===== config.mk =====
export PLATFORM = sky130hd
export DESIGN_NAME = irq_distributor
export DESIGN_NICKNAME = d
export VERILOG_FILES = /design/src/rtl/irqd_pkg.sv /design/src/rtl/irqd_regs.sv /design/src/rtl/irqd_transpose.sv /design/src/rtl/irqd_core_out.sv /design/src/rtl/irq_distributor.sv
export SDC_FILE = /design/constraint.sdc
export NUM_CORES = 1
export LEC_CHECK = 0
export ABC_AREA = 0
export CORE_MARGIN = 5
export CORE_UTILIZATION = 46
export CTS_CLUSTER_DIAMETER = 40
export DETAILED_ROUTE_END_ITERATION = 7
export PLACE_DENSITY = 0.8
export SETUP_SLACK_MARGIN = 0.05
export SLEW_MARGIN = 20
export SYNTH_ARGS = -nofsm -noshare
export SYNTH_HDL_FRONTEND = slang
export SYNTH_HIERARCHICAL = 1
export SYNTH_SLANG_ARGS = --single-unit

===== constraint.sdc =====
create_clock -name clk -period 2.3 [get_ports clk]
set_input_delay 0.46 -clock clk [delete_from_list [all_inputs] [get_ports clk]]
set_output_delay 0.46 -clock clk [all_outputs]
set_load 0.05 [all_outputs]

===== src/rtl/irqd_pkg.sv =====
package irqd_pkg;
  localparam int unsigned DATA_W     = 32;
  localparam int unsigned ADDR_W     = 8;
  localparam int unsigned ROUTE_SPAN = 32;

  localparam logic [ADDR_W-1:0] A_ENA_CLR  = 8'h40;
  localparam logic [ADDR_W-1:0] A_ENA_SET  = 8'h41;
  localparam logic [ADDR_W-1:0] A_ASRT_CLR = 8'h42;
  localparam logic [ADDR_W-1:0] A_ASRT_SET = 8'h43;

  typedef enum logic [2:0] {
    OP_NONE,
    OP_ROUTE,
    OP_ENA_CLR,
    OP_ENA_SET,
    OP_ASRT_CLR,
    OP_ASRT_SET
  } op_e;

  function automatic op_e decode_op(input logic [ADDR_W-1:0] a);
    if (a < ADDR_W'(ROUTE_SPAN)) return OP_ROUTE;
    case (a)
      A_ENA_CLR:  return OP_ENA_CLR;
      A_ENA_SET:  return OP_ENA_SET;
      A_ASRT_CLR: return OP_ASRT_CLR;
      A_ASRT_SET: return OP_ASRT_SET;
      default:    return OP_NONE;
    endcase
  endfunction
endpackage


===== src/rtl/irqd_regs.sv =====
module irqd_regs
  import irqd_pkg::*;
#(
  parameter int unsigned NUM_LINES = 8,
  parameter int unsigned NUM_CORES = 4
) (
  input  logic                           clk,
  input  logic                           rst_n,
  input  logic                           acc_fire,
  input  logic                           acc_write,
  input  logic [ADDR_W-1:0]              acc_addr,
  input  logic [DATA_W-1:0]              acc_wdata,
  output logic [NUM_LINES-1:0]           ena_q,
  output logic [NUM_LINES-1:0]           asrt_q,
  output logic [NUM_LINES*NUM_CORES-1:0] route_q,
  output logic                           rsp_valid,
  output logic [DATA_W-1:0]              rsp_rdata
);
  localparam logic [NUM_LINES-1:0] ALL_LINES = '1;
  localparam logic [NUM_CORES-1:0] CORE0_ONLY = NUM_CORES'(1);

  op_e                  op;
  logic                 wr_fire;
  logic                 rd_fire;
  logic [NUM_LINES-1:0] wbits;
  logic [DATA_W-1:0]    rd_mux;

  assign op      = decode_op(acc_addr);
  assign wr_fire = acc_fire && acc_write;
  assign rd_fire = acc_fire && !acc_write;
  assign wbits   = acc_wdata[NUM_LINES-1:0];

  generate
    if (NUM_LINES < DATA_W) begin : g_hi
      logic unused_hi;
      assign unused_hi = ^acc_wdata[DATA_W-1:NUM_LINES];
    end
  endgenerate

  always_ff @(posedge clk) begin
    if (!rst_n) begin
      ena_q  <= ALL_LINES;
      asrt_q <= '0;
    end else if (wr_fire) begin
      case (op)
        OP_ENA_CLR:  ena_q  <= ena_q & ~wbits;
        OP_ENA_SET:  ena_q  <= ena_q | wbits;
        OP_ASRT_CLR: asrt_q <= asrt_q & ~wbits;
        OP_ASRT_SET: asrt_q <= asrt_q | wbits;
        default: ;
      endcase
    end
  end

  generate
    for (genvar l = 0; l < NUM_LINES; l++) begin : g_line
      logic [NUM_CORES-1:0] r;
      always_ff @(posedge clk) begin
        if (!rst_n)
          r <= CORE0_ONLY;
        else if (wr_fire && op == OP_ROUTE && acc_addr == ADDR_W'(l))
          r <= acc_wdata[NUM_CORES-1:0];
      end
      assign route_q[l*NUM_CORES +: NUM_CORES] = r;
    end
  endgenerate

  always_comb begin
    rd_mux = '0;
    case (op)
      OP_ROUTE: begin
        for (int l = 0; l < NUM_LINES; l++) begin
          if (acc_addr == ADDR_W'(l))
            rd_mux = DATA_W'(route_q[l*NUM_CORES +: NUM_CORES]);
        end
      end
      OP_ENA_CLR, OP_ENA_SET:   rd_mux = DATA_W'(ena_q);
      OP_ASRT_CLR, OP_ASRT_SET: rd_mux = DATA_W'(asrt_q);
      default: rd_mux = '0;
    endcase
  end

  always_ff @(posedge clk) begin
    if (!rst_n) begin
      rsp_valid <= 1'b0;
      rsp_rdata <= '0;
    end else begin
      rsp_valid <= rd_fire;
      rsp_rdata <= rd_fire ? rd_mux : '0;
    end
  end


  ena_set_chk: assert property (@(posedge clk) disable iff (!rst_n)
    (wr_fire && acc_addr == A_ENA_SET) |=>
      ((ena_q & $past(wbits)) == $past(wbits)));


  ena_clr_chk: assert property (@(posedge clk) disable iff (!rst_n)
    (wr_fire && acc_addr == A_ENA_CLR) |=> ((ena_q & $past(wbits)) == '0));


  asrt_set_chk: assert property (@(posedge clk) disable iff (!rst_n)
    (wr_fire && acc_addr == A_ASRT_SET) |=>
      ((asrt_q & $past(wbits)) == $past(wbits)));


  asrt_clr_chk: assert property (@(posedge clk) disable iff (!rst_n)
    (wr_fire && acc_addr == A_ASRT_CLR) |=> ((asrt_q & $past(wbits)) == '0));


  dead_route_chk: assert property (@(posedge clk) disable iff (!rst_n)
    (wr_fire && acc_addr < ADDR_W'(ROUTE_SPAN) && acc_addr >= ADDR_W'(NUM_LINES))
      |=> $stable(route_q));


  rsp_strobe_chk: assert property (@(posedge clk) disable iff (!rst_n)
    rd_fire |=> rsp_valid);
endmodule


===== src/rtl/irqd_transpose.sv =====
module irqd_transpose #(
  parameter int unsigned NUM_LINES = 8,
  parameter int unsigned NUM_CORES = 4
) (
  input  logic [NUM_LINES*NUM_CORES-1:0] by_line,
  output logic [NUM_CORES*NUM_LINES-1:0] by_core
);
  generate
    for (genvar c = 0; c < NUM_CORES; c++) begin : g_core
      for (genvar l = 0; l < NUM_LINES; l++) begin : g_line
        assign by_core[c*NUM_LINES + l] = by_line[l*NUM_CORES + c];
      end
    end
  endgenerate
endmodule


===== src/rtl/irqd_core_out.sv =====
module irqd_core_out #(
  parameter  int unsigned NUM_LINES = 8,
  parameter  int unsigned PIN_SHIFT = 2,
  localparam int unsigned PIN_W     = NUM_LINES + PIN_SHIFT
) (
  input  logic                 clk,
  input  logic                 rst_n,
  input  logic [NUM_LINES-1:0] armed,
  input  logic [NUM_LINES-1:0] col,
  output logic [PIN_W-1:0]     pins
);
  always_ff @(posedge clk) begin
    if (!rst_n) pins <= '0;
    else        pins <= {armed & col, {PIN_SHIFT{1'b0}}};
  end


  unrouted_quiet_chk: assert property (@(posedge clk) disable iff (!rst_n)
    (col == '0) |=> (pins[PIN_W-1:PIN_SHIFT] == '0));


  routed_live_chk: assert property (@(posedge clk) disable iff (!rst_n)
    ((armed & col) != '0) |=> (pins[PIN_W-1:PIN_SHIFT] != '0));
endmodule


===== src/rtl/irq_distributor.sv =====
module irq_distributor
  import irqd_pkg::*;
#(
  parameter  int unsigned NUM_LINES = 8,
  parameter  int unsigned NUM_CORES = 4,
  parameter  int unsigned PIN_SHIFT = 2,
  localparam int unsigned PIN_W     = NUM_LINES + PIN_SHIFT
) (
  input  logic                       clk,
  input  logic                       rst_n,
  input  logic [NUM_LINES-1:1]       ext_irq,
  input  logic                       cfg_valid,
  output logic                       cfg_ready,
  input  logic                       cfg_write,
  input  logic [ADDR_W-1:0]          cfg_addr,
  input  logic [DATA_W-1:0]          cfg_wdata,
  output logic                       rsp_valid,
  output logic [DATA_W-1:0]          rsp_rdata,
  output logic [NUM_CORES*PIN_W-1:0] core_irq
);
  logic [NUM_LINES-1:0]           ena;
  logic [NUM_LINES-1:0]           asrt;
  logic [NUM_LINES*NUM_CORES-1:0] route_by_line;
  logic [NUM_CORES*NUM_LINES-1:0] route_by_core;
  logic [NUM_LINES-1:0]           levels;
  logic [NUM_LINES-1:0]           armed;

  assign cfg_ready = 1'b1;
  assign levels    = {ext_irq, 1'b0};
  assign armed     = (levels & ena) | asrt;

  irqd_regs #(.NUM_LINES(NUM_LINES), .NUM_CORES(NUM_CORES)) u_regs (
    .clk       (clk),
    .rst_n     (rst_n),
    .acc_fire  (cfg_valid && cfg_ready),
    .acc_write (cfg_write),
    .acc_addr  (cfg_addr),
    .acc_wdata (cfg_wdata),
    .ena_q     (ena),
    .asrt_q    (asrt),
    .route_q   (route_by_line),
    .rsp_valid (rsp_valid),
    .rsp_rdata (rsp_rdata)
  );

  irqd_transpose #(.NUM_LINES(NUM_LINES), .NUM_CORES(NUM_CORES)) u_xpose (
    .by_line (route_by_line),
    .by_core (route_by_core)
  );

  generate
    for (genvar c = 0; c < NUM_CORES; c++) begin : g_core
      irqd_core_out #(.NUM_LINES(NUM_LINES), .PIN_SHIFT(PIN_SHIFT)) u_out (
        .clk   (clk),
        .rst_n (rst_n),
        .armed (armed),
        .col   (route_by_core[c*NUM_LINES +: NUM_LINES]),
        .pins  (core_irq[c*PIN_W +: PIN_W])
      );
    end
  endgenerate


  line0_soft_only_chk: assert property (@(posedge clk) disable iff (!rst_n)
    (!asrt[0]) |-> (!armed[0]));
endmodule


==> impl_summary.txt, run 1 <==
----------------------------------------------------
[Logic synthesis]
  Count of state elements after synthesis ... 89
  Synth top cells by count ... sky130_fd_sc_hd__dfxtp_1, sky130_fd_sc_hd__buf_4, sky130_fd_sc_hd__mux2i_1
  Leading cell type by number of instances after synthesis ... sky130_fd_sc_hd__dfxtp_1
  Avg Inst Size Synth ... 9.75 µm²
  Warnings from Yosys ... 6
  Number of enable flip-flop cells after synthesis ... 0
  Most area-hungry cell type in the Yosys netlist ... sky130_fd_sc_hd__dfxtp_1
  Post-Synthesis Cell Area ... 3920 µm²
  Post-synthesis async set-or-reset flop share ... 0%
  Share of the yosys chip area belonging to registers ... 45.4%
  Most used DFF post-synth ... sky130_fd_sc_hd__dfxtp_1
  Instance count of the mapped netlist ... 402
  Area share of the largest cell type after synthesis ... 45.4%
  Count of cell types in the netlist ... 35
  Largest cells by area after synthesis ... sky130_fd_sc_hd__dfxtp_1, sky130_fd_sc_hd__buf_4, sky130_fd_sc_hd__mux2i_1

[Critical path]
  Highest-delay cell along the critical path ... sky130_fd_sc_hd__or4_4
  Endpoint of the most critical setup path ... u_regs/g_line[0].r[3]
  Setup CP Type ... in -> reg
  Worst reg2reg path endpoint ... u_regs/rsp_rdata[1]
  Highest fanout seen on the critical path ... 5
  Critical path data required time ... 2.58 ns
  Max stage delay on crit path ... 0.59 ns
  Type of destination of the critical path ... register
  Cells on worst reg2reg path ... 3
  Launching element of the worst setup path ... cfg_addr[2]
  Data arrival, critical path ... 2.43 ns
  Cells along the critical path ... clkdlybuf4s50_1, or4_4, nor3_2, nor3b_4, mux2i_1
  R2R Setup Slk ... 0.94 ns
  Startpoint of the worst-slack reg-to-reg timing path ... u_regs/g_line[3].r[1]
  Kind of start point of the critical path ... primary input

[Clock network]
  Number of buffers added to fix hold violations after cts ... 0
  CTS tree ... done
  Number of clock sinks ... 89
  Clk Tree Root Cell ... sky130_fd_sc_hd__clkbuf_8
  Number of buffers created by CTS ... 9
  Insertion delay to the later sink of the worst-skew pair ... 0.36 ns
  Clock transition at the register clock pins on the worst setup and hold paths after CTS ... 0.08 ns
  Level count of the clock H-tree ... 3
  Largest buffer count on any clock path ... 2
  Setup Fix Bufs, Post-CTS ... 0
  Number of cells upsized or downsized after cts ... 0

[Die]
  Die H ... 102 µm
  Initial Util ... 47.5%
  Num rows ... 33
  Die width ... 102 µm
  Number of I/O pins ... 125
  Die Area ... 10500 µm²
  Floorplan core area ... 8260 µm²

[STA]
  Hold slack final ... 0.425 ns
  Skew final ... 0.0101 ns
  Count of final hold-check violations ... 0
  Minimum period implied by the final worst setup slack ... 2.15 ns
  Part of the cycle the worst path needs ... 93.4%
  Worst-margin pin slew ... 0.656 ns
  Number of failing setup endpoints in the final timing report ... 0
  Fmax ... 465 MHz
  Max-slew violation total from the final report ... 0
  Worst max-slew margin expressed relative to the limit ... 56.2%
  Worst Setup Slack, final ... 0.151 ns
  Accumulated negative setup slack ... 0 ns
  Unrepaired setup endpoints after global routing ... no

[Job]
  Count of maximum capacitance violations ... 0

[Routing]
  Post-Route WL ... 9.39 mm
  Via-to-Cell Ratio ... 5.31
  ANT nets after route ... 0
  Via count ... 2987
  First-pass iteration count of the detailed router ... 8
  Remaining DRCs ... 0
  Post-detailed-route wirelength per cell ... 16.7 µm
  Number of DRC markers after the initial detailed-route iteration ... 200

[Pwr]
  Switching Share ... 26.9%
  Int Power ... 2.15 mW
  Peak VDD IR ... 0.000261 V
  Cell area power density ... 625 nW/µm²
  Net Switching ... 0.788 mW
  Share of total power in the clock network ... 35.0%
  Proportion of power drawn by flip-flops and latches ... 52.8%
  Leakage Power ... 2.03 nW
  Combinational group share of total power ... 12.2%

[GRT]
  Congestion Overflow GR ... 0
  Vias in the first global route ... 2876
  Maximum number of pins on one net before global-route repair ... 65
  Antenna violations before repair ... 0
  Wire length of the first global-routing pass ... 14.3 mm
  Aggregate global-route resource usage ... 17.9%

[Final layout]
  Net total in the final layout ... 504
  Area taken by flip-flops and latches ... 1780 µm²
  Layout cell share with drive strength beyond 1 ... 13.3%
  Count of inserted antenna diode cells ... 0
  Final Non-Filler Cells ... 563
  Filler Cells Inserted ... 723
  Area grow syn2layout ... 19.6%
  Multi-input combinational cell area ... 1680 µm²

[Placement]
  Post-Place Setup Slack ... -0.210 ns
  Final GP Congestion ... 0.935
  Cell Count Post-Placement ... 547
  Hpwl dp ... 6.75 mm
  Port Buffers ... 67

[Hold path]
  Path type of the worst min-delay path ... in -> reg
  Min-delay src ... rst_n

[Status]
  Run status ... finished, final reports clean

----------------------------------------------------
==> critical path: cells and delay by family <==
kind                   cells  cell delay, ns
buffers and inverters      1            0.46
multiplexers               1            0.23
AND/OR/NAND/NOR            3            1.28
==> final cells by class <==
| class | count | area share (%) |
|---|---|---|
| Sequential cell | 89 | 38.0 |
| Multi-Input combinational cell | 256 | 35.9 |
| Timing Repair Buffer | 95 | 19.2 |
| Tap cell | 105 | 2.80 |
| Clock buffer | 10 | 2.72 |
| Clock inverter | 6 | 1.25 |
| Inverter | 2 | 0.160 |
==> power by group through the flow <==
stage	clock network, mW	logic [mW]	registers (mW)
6_report	1.03	0.358	1.55
3_3_place_gp	0	0.348	1.59
5_1_grt	1.11	0.373	1.55
4_1_cts	1.05	0.353	1.55
3_5_place_dp	0	0.352	1.59
2_1_floorplan	0	0.242	1.61
==> stage by stage <==
stage               utilization [%]  total power, mW  instance area [µm²]
floorplan                         -             1.85                 4020
global placement               54.5             1.93                 4500
detailed placement             54.5             1.94                 4500
CTS                            56.7             2.95                 4680
global route                   56.8             3.04                 4690
finish                         56.8             2.93                 4690
==> cells in the final DEF, fill, tap and decap left out, types with 2 or more instances in the layout <==
cell type / synthesis / final
sky130_fd_sc_hd__a211oi_1: 9 / 8
sky130_fd_sc_hd__a21o_1: 7 / 7
sky130_fd_sc_hd__a21oi_1: 6 / 6
sky130_fd_sc_hd__a2bb2oi_1: 4 / 4
sky130_fd_sc_hd__a31oi_1: 8 / 8
sky130_fd_sc_hd__and3_1: 34 / 34
sky130_fd_sc_hd__buf_12: 0 / 2
sky130_fd_sc_hd__buf_4: 65 / 26
sky130_fd_sc_hd__clkbuf_8: 0 / 9
sky130_fd_sc_hd__clkdlybuf4s50_1: 0 / 66
sky130_fd_sc_hd__clkinv_2: 0 / 4
sky130_fd_sc_hd__conb_1: 6 / 33
sky130_fd_sc_hd__dfxtp_1: 89 / 89
sky130_fd_sc_hd__inv_1: 2 / 2
sky130_fd_sc_hd__mux2_2: 4 / 4
sky130_fd_sc_hd__mux2i_1: 40 / 40
sky130_fd_sc_hd__mux4_2: 4 / 4
sky130_fd_sc_hd__nand2_1: 33 / 33
sky130_fd_sc_hd__nand2b_1: 2 / 2
sky130_fd_sc_hd__nand3_1: 20 / 20
sky130_fd_sc_hd__nor2_1: 13 / 13
sky130_fd_sc_hd__nor3_1: 5 / 5
sky130_fd_sc_hd__nor3_2: 2 / 2
sky130_fd_sc_hd__o21ai_0: 12 / 12
sky130_fd_sc_hd__o22ai_1: 8 / 8
sky130_fd_sc_hd__or3_1: 2 / 2
sky130_fd_sc_hd__or3_4: 2 / 2
==> kinds of logic (layout without fill, tap and decap cells) <==
group / count (synthesis) / count (layout) / share of synthesized area, %
AOI/OAI and AO/OA: 55 / 55 / 8.93
buffers and inverters: 84 / 113 / 14.4
DFF: 89 / 89 / 45.4
muxes: 48 / 48 / 13.7
other: 6 / 33 / 0.574
and+or+nand+nor: 120 / 120 / 17.0
==> per-layer routing <==
| metal | up-vias | GRT usage [%] | routed length [µm] | share of wire [%] |
|---|---|---|---|---|
| met5 | - | 0 | 0 | 0 |
| met4 | 0 | 8.88 | 296 | 3.2 |
| met3 | 28 | 4.37 | 848 | 9.0 |
| met2 | 149 | 29.6 | 4550 | 49 |
| met1 | 1387 | 21.6 | 3690 | 39 |
| li1 | 1423 | - | - | - |
==> worst min path at each step <==
stage          slack [ns]  depth (start not counted)                     to
2_1_floorplan        0.44                          2  u_regs/g_line[3].r[1]
3_3_place_gp         0.46                          2  u_regs/g_line[5].r[3]
3_5_place_dp         0.46                          2  u_regs/g_line[0].r[3]
4_1_cts              0.42                          3       u_regs/rsp_valid
5_1_grt              0.44                          3       u_regs/rsp_valid
6_report             0.42                          3       u_regs/rsp_valid
No activity file was read; power rests on OpenSTA's default activity.
==> run 2: changes to the inputs <==
Clock period 2.3 ns to 2.31 ns, I/O delays scaled along.
==> run 2 against run 1 <==
Compared with the run above:
- combinational power decreased by 2%
- die area unchanged
- clock power shrank 9%
- sequential power barely moved
- worst setup slack got worse by 0.0018 ns
- routed wire length fell by 0.50%
- final area is 0.93% lower
- register-to-register slack improved by 0.05 ns
- cell count decreased by 0.36%
- critical endpoint is now u_regs/g_line[3].r[2]
- largest cell class unchanged
- highest routed layer unchanged
==> impl_summary.txt, run 2 (same netlist as run 1, synthesis figures left out) <==
----------------------------------------------------
[Hold path]
  Worst hold path stage count ... 3 (unchanged)
  Path type of the worst min-delay path ... in -> reg (unchanged)
  Min-delay src ... rst_n (unchanged)

[Final layout]
  Filler Cells Inserted ... 720 (was 723)
  Layout cell share with drive strength beyond 1 ... 13.2% (was 13.3%)
  Area grow syn2layout ... 18.5% (was 19.6%)
  Final design utilization ... 56.3% (was 56.8%)
  Final Non-Filler Cells ... 561 (was 563)
  Highest-count cells in the layout ignoring fill and taps ... sky130_fd_sc_hd__dfxtp_1, sky130_fd_sc_hd__clkdlybuf4s50_1, sky130_fd_sc_hd__mux2i_1 (unchanged)
  Count of inserted antenna diode cells ... 0 (unchanged)
  Multi-input combinational cell area ... 1680 µm² (unchanged)
  Net total in the final layout ... 502 (was 504)
  Most common cell after layout, fill and taps aside ... sky130_fd_sc_hd__dfxtp_1 (unchanged)
  Area taken by flip-flops and latches ... 1780 µm² (unchanged)

[Pwr]
  Int Power ... 2.03 mW (was 2.15 mW)
  Net Switching ... 0.806 mW (was 0.788 mW)
  Cell area power density ... 610 nW/µm² (was 625 nW/µm²)
  Tot Pwr ... 2.83 mW (was 2.93 mW)
  Switching Share ... 28.5% (was 26.9%)
  Share of total power in the clock network ... 33.1% (was 35.0%)
  Peak VDD IR ... 0.000255 V (was 0.000261 V)
  Leakage Power ... 1.99 nW (was 2.03 nW)
  Combinational group share of total power ... 12.4% (was 12.2%)
  Proportion of power drawn by flip-flops and latches ... 54.5% (was 52.8%)

[Placement]
  Hpwl dp ... 6.81 mm (was 6.75 mm)
  Post-Place Setup Slack ... -0.270 ns (was -0.210 ns)
  Cell Count Post-Placement ... 545 (was 547)
  Final GP Congestion ... 0.917 (was 0.935)
  Port Buffers ... 67 (unchanged)

[Routing]
  Via-to-Cell Ratio ... 5.34 (was 5.31)
  Post-detailed-route wirelength per cell ... 16.6 µm (was 16.7 µm)
  DR top layer ... met4 (unchanged)
  Number of DRC markers after the initial detailed-route iteration ... 233 (was 200)
  Via count ... 2995 (was 2987)
  Remaining DRCs ... 0 (unchanged)
  ANT nets after route ... 0 (unchanged)
  First-pass iteration count of the detailed router ... 5 (was 8)
  Post-Route WL ... 9.34 mm (was 9.39 mm)
  Metal1 wirelength ... 3.71 mm (was 3.69 mm)
  Length of routed met2 wiring ... 4.59 mm (was 4.55 mm)
  Met3 routed WL ... 804 µm (was 848 µm)

[Clock network]
  Number of buffers added to fix hold violations after cts ... 0 (unchanged)
  Clk Tree Root Cell ... sky130_fd_sc_hd__clkbuf_8 (unchanged)
  Insertion delay to the later sink of the worst-skew pair ... 0.36 ns (about the same)
  Clock transition at the register clock pins on the worst setup and hold paths after CTS ... 0.09 ns (was 0.08 ns)
  Level count of the clock H-tree ... 3 (unchanged)
  Number of buffers created by CTS ... 9 (unchanged)
  Number of clock sinks ... 89 (unchanged)
  Largest buffer count on any clock path ... 2 (unchanged)
  CTS tree ... done (unchanged)

[Die]
  Initial Util ... 47.5% (unchanged)
  Die width ... 102 µm (unchanged)
  Num rows ... 33 (unchanged)
  Die Area ... 10500 µm² (unchanged)
  Floorplan core area ... 8260 µm² (unchanged)
  Die H ... 102 µm (unchanged)
  Number of I/O pins ... 125 (unchanged)

[STA]
  Worst-margin pin slew ... 0.664 ns (was 0.656 ns)
  Number of failing setup endpoints in the final timing report ... 0 (unchanged)
  Count of final hold-check violations ... 0 (unchanged)
  Skew final ... 0.00728 ns (was 0.0101 ns)
  Fmax ... 463 MHz
  Worst Setup Slack, final ... 0.149 ns (was 0.151 ns)
  Unrepaired setup endpoints after global routing ... no (unchanged)
  Worst max-slew margin expressed relative to the limit ... 55.6% (was 56.2%)
  Minimum period implied by the final worst setup slack ... 2.16 ns
  Accumulated negative setup slack ... 0 ns (unchanged)
  Part of the cycle the worst path needs ... 93.5%
  Max-slew violation total from the final report ... 0 (unchanged)

[GRT]
  Maximum number of pins on one net before global-route repair ... 65 (unchanged)
  Aggregate global-route resource usage ... 17.9% (about the same)
  Wire length of the first global-routing pass ... 14.4 mm (was 14.3 mm)
  Congestion Overflow GR ... 0 (unchanged)
  Antenna violations before repair ... 0 (unchanged)
  Vias in the first global route ... 2873 (was 2876)

[Critical path]
  Critical path data required time ... 2.59 ns (was 2.58 ns)
  Type of destination of the critical path ... register (unchanged)
  Setup CP Type ... in -> reg (unchanged)
  Startpoint of the worst-slack reg-to-reg timing path ... u_regs/g_line[3].r[3] (was u_regs/g_line[3].r[1])
  Kind of start point of the critical path ... primary input (unchanged)
  Launching element of the worst setup path ... cfg_addr[6] (was cfg_addr[2])
  Highest fanout seen on the critical path ... 4 (was 5)
  Data arrival, critical path ... 2.44 ns (was 2.43 ns)
  Cells on worst reg2reg path ... 3 (unchanged)

[Status]
  Run status ... finished, final reports clean (unchanged)

[Job]
  Count of maximum capacitance violations ... 0 (unchanged)

----------------------------------------------------
## run 2: cell count changes in the layout (fill, tap and decap cells not counted), sizes merged
| cell | previous run | this run |
|---|---|---|
| clkinv | 5 | 3 |
| inv | 2 | 3 |
| clkinvlp | 0 | 3 |
| clkbuf | 10 | 9 |
| buf | 29 | 27 |
| bufinv | 1 | 0 |
## run 2: final timing paths
check | end | slack (ns)
setup reg to reg | u_regs/rsp_rdata[3] | 0.99
setup / recovery | u_regs/g_line[3].r[2] | 0.15
hold / removal | u_regs/rsp_valid | 0.43
hold reg to reg | u_regs/g_line[5].r[1] | 0.48
## run 2: what timing repair did
action	in CTS	in global routing
buffers inserted	0	0
endpoints found under the hold margin	0	0
resized for setup	1	0
setup endpoints to repair	2	0
## run 2: final cells by class
| type | count | area share [%] |
|---|---|---|
| Inverter | 2 | 0.162 |
| Clock inverter | 7 | 0.996 |
| Multi-Input combinational cell | 256 | 36.2 |
| Timing Repair Buffer | 93 | 18.8 |
| Sequential cell | 89 | 38.4 |
| Tap cell | 105 | 2.83 |
| Clock buffer | 9 | 2.67 |
## run 2: power by group through the flow
stage               clock network, mW  registers [mW]  logic (mW)
detailed placement                  0            1.58       0.346
global route                     1.03            1.54       0.366
floorplan                           0            1.61       0.241
CTS                             0.950            1.54       0.348
global placement                    0            1.58       0.343
finish                          0.938            1.54       0.352
## run 2: critical path: stages
cell                              delay [ns]
sky130_fd_sc_hd__clkdlybuf4s50_1        0.45
sky130_fd_sc_hd__or3_4                  0.42
sky130_fd_sc_hd__buf_4                  0.14
sky130_fd_sc_hd__nor3_1                 0.30
sky130_fd_sc_hd__and3_1                 0.40
sky130_fd_sc_hd__mux2i_1                0.26
## run 2: through the flow
stage | area (µm²) | hold WS, ns
floorplan | 4020 | 0.445
global placement | 4470 | 0.457
detailed placement | 4470 | 0.467
CTS | 4650 | 0.428
global route | 4650 | 0.430
finish | 4650 | 0.433
## run 2: metal layers
metal | GRT usage, % | vias up
met2 | 28.8 | 154
li1 | - | 1415
met4 | 7.77 | 0
met1 | 22.8 | 1404
met3 | 4.37 | 22
met5 | 0 | -
